## src/rtl/lvl_irq_pkg.sv

```systemverilog
package lvl_irq_pkg;
  // Register byte offsets; software depends on these values.
  localparam int OFF_PENDING = 'h04;
  localparam int OFF_MASKALL = 'h08;
  localparam int OFF_MASKSEL = 'h0C;
  localparam int OFF_UNMASK  = 'h10;

  // Control-to-datapath strobes, at most one write strobe per cycle.
  typedef struct packed {
    logic clrAll;
    logic clrSel;
    logic setSel;
    logic rdPend;
  } strobe_t;
endpackage

```

## src/rtl/lvl_irq_ctrl.sv

```systemverilog
module lvl_irq_ctrl
  import lvl_irq_pkg::*;
#(
  parameter int ADDR_W = 8
) (
  input  logic [ADDR_W-1:0] busAddr,
  input  logic              busWrEn,
  input  logic              busRdEn,
  output strobe_t           strobes
);
  localparam logic [ADDR_W-1:0] A_PEND = ADDR_W'(OFF_PENDING);
  localparam logic [ADDR_W-1:0] A_ALL  = ADDR_W'(OFF_MASKALL);
  localparam logic [ADDR_W-1:0] A_SEL  = ADDR_W'(OFF_MASKSEL);
  localparam logic [ADDR_W-1:0] A_SET  = ADDR_W'(OFF_UNMASK);

  always_comb begin
    strobes        = '0;
    strobes.rdPend = busRdEn && (busAddr == A_PEND);
    if (busWrEn) begin
      unique case (busAddr)
        A_ALL:   strobes.clrAll = 1'b1;
        A_SEL:   strobes.clrSel = 1'b1;
        A_SET:   strobes.setSel = 1'b1;
        default: strobes        = strobes;
      endcase
    end
  end
endmodule

```

## src/rtl/lvl_irq_datapath.sv

```systemverilog
module lvl_irq_datapath
  import lvl_irq_pkg::*;
#(
  parameter int NUM_SRC = 32,
  parameter int DATA_W  = 32
) (
  input  logic               clk,
  input  logic               rstN,
  input  strobe_t            strobes,
  input  logic [DATA_W-1:0]  wrData,
  input  logic [NUM_SRC-1:0] srcLevel,
  output logic [DATA_W-1:0]  rdData,
  output logic               irqOut
);
  logic [NUM_SRC-1:0] enMask;
  logic [NUM_SRC-1:0] pending;

  // Per-source enable bit; clearing wins over setting.
  for (genvar i = 0; i < NUM_SRC; i++) begin : g_src
    always_ff @(posedge clk) begin
      if (!rstN)                                 enMask[i] <= 1'b0;
      else if (strobes.clrAll)                   enMask[i] <= 1'b0;
      else if (strobes.clrSel && wrData[i])      enMask[i] <= 1'b0;
      else if (strobes.setSel && wrData[i])      enMask[i] <= 1'b1;
    end
    assign pending[i] = srcLevel[i] & enMask[i];
  end

  always_ff @(posedge clk) begin
    if (!rstN) begin
      irqOut <= 1'b0;
      rdData <= '0;
    end else begin
      irqOut <= |pending;
      rdData <= strobes.rdPend ? DATA_W'(pending) : '0;
    end
  end
endmodule

```

## src/rtl/lvl_irq_combiner.sv

```systemverilog
module lvl_irq_combiner
  import lvl_irq_pkg::*;
#(
  parameter int NUM_SRC = 32,
  parameter int ADDR_W  = 8,
  parameter int DATA_W  = 32
) (
  input  logic               clk,
  input  logic               rstN,
  input  logic [ADDR_W-1:0]  busAddr,
  input  logic               busWrEn,
  input  logic [DATA_W-1:0]  busWrData,
  input  logic               busRdEn,
  output logic [DATA_W-1:0]  busRdData,
  input  logic [NUM_SRC-1:0] srcLevel,
  output logic               parentIrq
);
  strobe_t strobes;

  lvl_irq_ctrl #(.ADDR_W(ADDR_W)) u_ctrl (
    .busAddr (busAddr),
    .busWrEn (busWrEn),
    .busRdEn (busRdEn),
    .strobes (strobes)
  );

  lvl_irq_datapath #(.NUM_SRC(NUM_SRC), .DATA_W(DATA_W)) u_dp (
    .clk      (clk),
    .rstN     (rstN),
    .strobes  (strobes),
    .wrData   (busWrData),
    .srcLevel (srcLevel),
    .rdData   (busRdData),
    .irqOut   (parentIrq)
  );
endmodule

```

## config.mk

```make
export PLATFORM = sky130hd
export DESIGN_NAME = lvl_irq_combiner
export DESIGN_NICKNAME = d
export VERILOG_FILES = /design/src/rtl/lvl_irq_pkg.sv /design/src/rtl/lvl_irq_ctrl.sv /design/src/rtl/lvl_irq_datapath.sv /design/src/rtl/lvl_irq_combiner.sv
export SDC_FILE = /design/constraint.sdc
export NUM_CORES = 1
export LEC_CHECK = 0
export BUFFER_PORTS_ARGS = -buffer_cell sky130_fd_sc_hd__buf_2
export CAP_MARGIN = 10
export CORE_MARGIN = 5
export CORE_UTILIZATION = 43
export CTS_BUF_LIST = sky130_fd_sc_hd__clkbuf_8
export DETAILED_ROUTE_END_ITERATION = 8
export GPL_ROUTABILITY_DRIVEN = 0
export HOLD_SLACK_MARGIN = 0.05
export PLACE_DENSITY = 0.78
export SKIP_LAST_GASP = 1
export SLEW_MARGIN = 0
export SYNTH_ARGS = -nofsm -noshare
export SYNTH_HDL_FRONTEND = slang
export SYNTH_SLANG_ARGS = --single-unit
```

## constraint.sdc

```tcl
create_clock -name clk -period 2 [get_ports clk]
set_input_delay 0.4 -clock clk [delete_from_list [all_inputs] [get_ports clk]]
set_output_delay 0.4 -clock clk [all_outputs]
set_load 0.01 [all_outputs]
```

==> impl_metrics.ini <==
[placement]
dp_slack_ns = -0.0500
post-dp-hpwl_um = 4620
portBuffers = 108
dp_cells = 397

[route]
drtIter0Drc = 130
wl_per_cell_um = 14.8
vias = 2178
drtAntennaViolNets = 0
drc = 0
firstDrtPassIters = 4
wl_um = 6100
viasPerCell = 5.27

[layout]
synthToLayoutAreaGrowth_pct = 35.5
num_antenna_cells = 0
drive_gt1_share_pct = 40.8
stdcell_count = 413
finish.net_count = 414
n_fill_cell = 481

[power_and_ir_drop]
p_seq_share_pct = 48.8
clkPwrFrac_pct = 46.7
power.internal_mw = 2.12
netSwitchingFraction_pct = 20.1
p_comb_share_pct = 4.4
vdd_drop_max_v = 0.000414
leakagePower_nw = 1.37
powerDensity_nw_per_um2 = 853
p_switching_uw = 532

[timing]
rsz0062_at_grt = no
hold_viol_final = 0
period_needed_ns = 1.75
setup_viol = 0
skew_ns = 0.00709
slew-limit-headroom_pct = 76.2
worst_slack_ns = 0.254
slew_violations = 0
min_period_over_period_pct = 87.3
fmax_ghz = 0.573
tightest_slew_ns = 0.353
fin_tns_setup_ns = 0

[floorplan]
fp.dieH_um = 83.1
num_rows = 26
start_util_pct = 44.6
dieArea_um2 = 6900
core_area_um2 = 5140
ios = 109
die_x_um = 83.1

[cts]
clock_sinks = 65
clkSlewWorstSetupHoldPaths_ns = 0.07
cts_root_buf = clkbuf_8
clock_latency_ns = 0.32
cts_resized = 0
hold_buffers = 0
cts_max_level = 3
postCtsSetupBuffers = 0
cts_buffers = 9
cts_buffer_depth = 2
cts_tree = yes

[grt]
grtUsageMet1_pct = 21.3
use_met2_pct = 29.2
antenna_found_initial = 0
grt_max_degree = 34
track_usage_pct = 18.1
grt_remaining_overflow = 0
grt_pass1_vias = 2294
global_route.peak_usage_layer = met2
use_met3_pct = 7.03
grt_pass1_wl_um = 10300

[job]
drv_cap = 0

[worst_setup_path]
crit_type = in2reg
critPathLaunchType = input port
crit_path_max_fanout = 32
required_ns = 2.21
crit_path_end_kind = flip-flop
critPathArrivalTime_ns = 1.96

[run_status]
outcome = completed

[synthesis]
seq_area_frac_synth_pct = 56.7
synth_area_per_cell_um2 = 10.1
ys_ff_latch = 65
synthCells = 228
syn_nets = 304
ys_warn_count = 0
syn_area_um2 = 2290
synth_cell_types = 21

[min_path]
min_path_type = in2reg
-- cell type report --
| type | count | area, µm² | area share, % |
|---|---|---|---|
| well taps | 70 | 87.6 | 2.82 |
| clock buffers | 11 | 151 | 4.87 |
| multi-input cells | 145 | 875 | 28.1 |
| repair buffers | 116 | 613 | 19.7 |
| flip-flops and latches | 65 | 1300 | 41.9 |
| inverters | 1 | 3.75 | 0.121 |
| clock inverters | 5 | 77.6 | 2.49 |
-- path summary, 6_finish.rpt --
path | startpoint | to | slack, ns | cells after the start
worst max register to register | u_dp.enMask[20] | u_dp.irqOut | 0.81 | 4
worst min-delay path | busWrData[13] | u_dp.enMask[13] | 0.30 | 2
worst max-delay path | busAddr[0] | u_dp.enMask[6] | 0.25 | 6
worst min register to register | u_dp.enMask[15] | u_dp.rdData[15] | 0.46 | 2
-- power by group through the flow --
| stage | logic [mW] | registers [mW] | clock network, mW |
|---|---|---|---|
| 2_1_floorplan | 0.0241 | 1.32 | 0 |
| 3_3_place_gp | 0.118 | 1.32 | 0 |
| 3_5_place_dp | 0.116 | 1.32 | 0 |
| 4_1_cts | 0.117 | 1.30 | 1.27 |
| 5_1_grt | 0.130 | 1.29 | 1.33 |
| 6_report | 0.118 | 1.30 | 1.24 |
-- kinds of logic (layout without fill, tap and decap cells) --
family,after synthesis,count (layout),synth area share [%]
buf+inv,18,133,5.18
compound gates,65,65,21.5
flops,65,65,56.7
simple gates,80,80,16.6
-- state kept, by name, summed over array words and instances (netlist names) --
register / count
u_dp.enMask: 32
u_dp.rdData: 32
u_dp.irqOut: 1
-- worst max-delay path: stages --
cell	delay (ns)
buf_2	0.10
or4_4	0.56
nor4_4	0.28
buf_12	0.21
o21ai_0	0.11
a32o_1	0.28
-- metrics by stage --
| step | power [mW] | area (µm²) | hold slack (ns) | util, % |
|---|---|---|---|---|
| 3_3_place_gp | 1.44 | 2880 | 0.446 | 56.0 |
| 3_5_place_dp | 1.44 | 2880 | 0.449 | 56.0 |
| 6_report | 2.65 | 3110 | 0.298 | 60.5 |
| 2_1_floorplan | 1.35 | 2290 | 0.432 | - |
| 4_1_cts | 2.68 | 3110 | 0.277 | 60.5 |
| 5_1_grt | 2.75 | 3110 | 0.274 | 60.5 |
-- synth_stat cells --
library cell	number	share of area (%)
buf_8	3	2.0
clkbuf_1	5	0.82
nand4b_1	1	0.38
nor4_1	2	0.55
o21ai_1	4	0.87
and4_1	1	0.38
a21boi_0	1	0.33
o21ai_0	28	6.1
nor4b_4	1	1.0
nor4_4	1	0.93
a32o_1	27	12
nor2_1	32	5.2
inv_1	1	0.16
or4_4	1	0.49
nand2_1	33	5.4
buf_6	1	0.49
nand4_1	8	2.2
buf_2	5	1.1
clkbuf_2	3	0.65
a32o_2	5	2.5
dfxtp_1	65	57
-- routing by layer --
layer | up-vias | wire length (µm)
li1 | 1067 | -
met1 | 1019 | 2570
met2 | 84 | 3060
met3 | 8 | 388
met4 | 0 | 91
met5 | - | 0
-- layout by cell type (no fill, tap or decap), types with 4 or more instances in the layout --
cell        n
a32o_1     27
a32o_2      5
buf_2     108
buf_4       7
clkbuf_8   11
dfxtp_1    65
nand2_1    33
nand4_1     8
nor2_1     32
o21ai_0    28
o21ai_1     4
No activity file was read; power rests on OpenSTA's default activity.
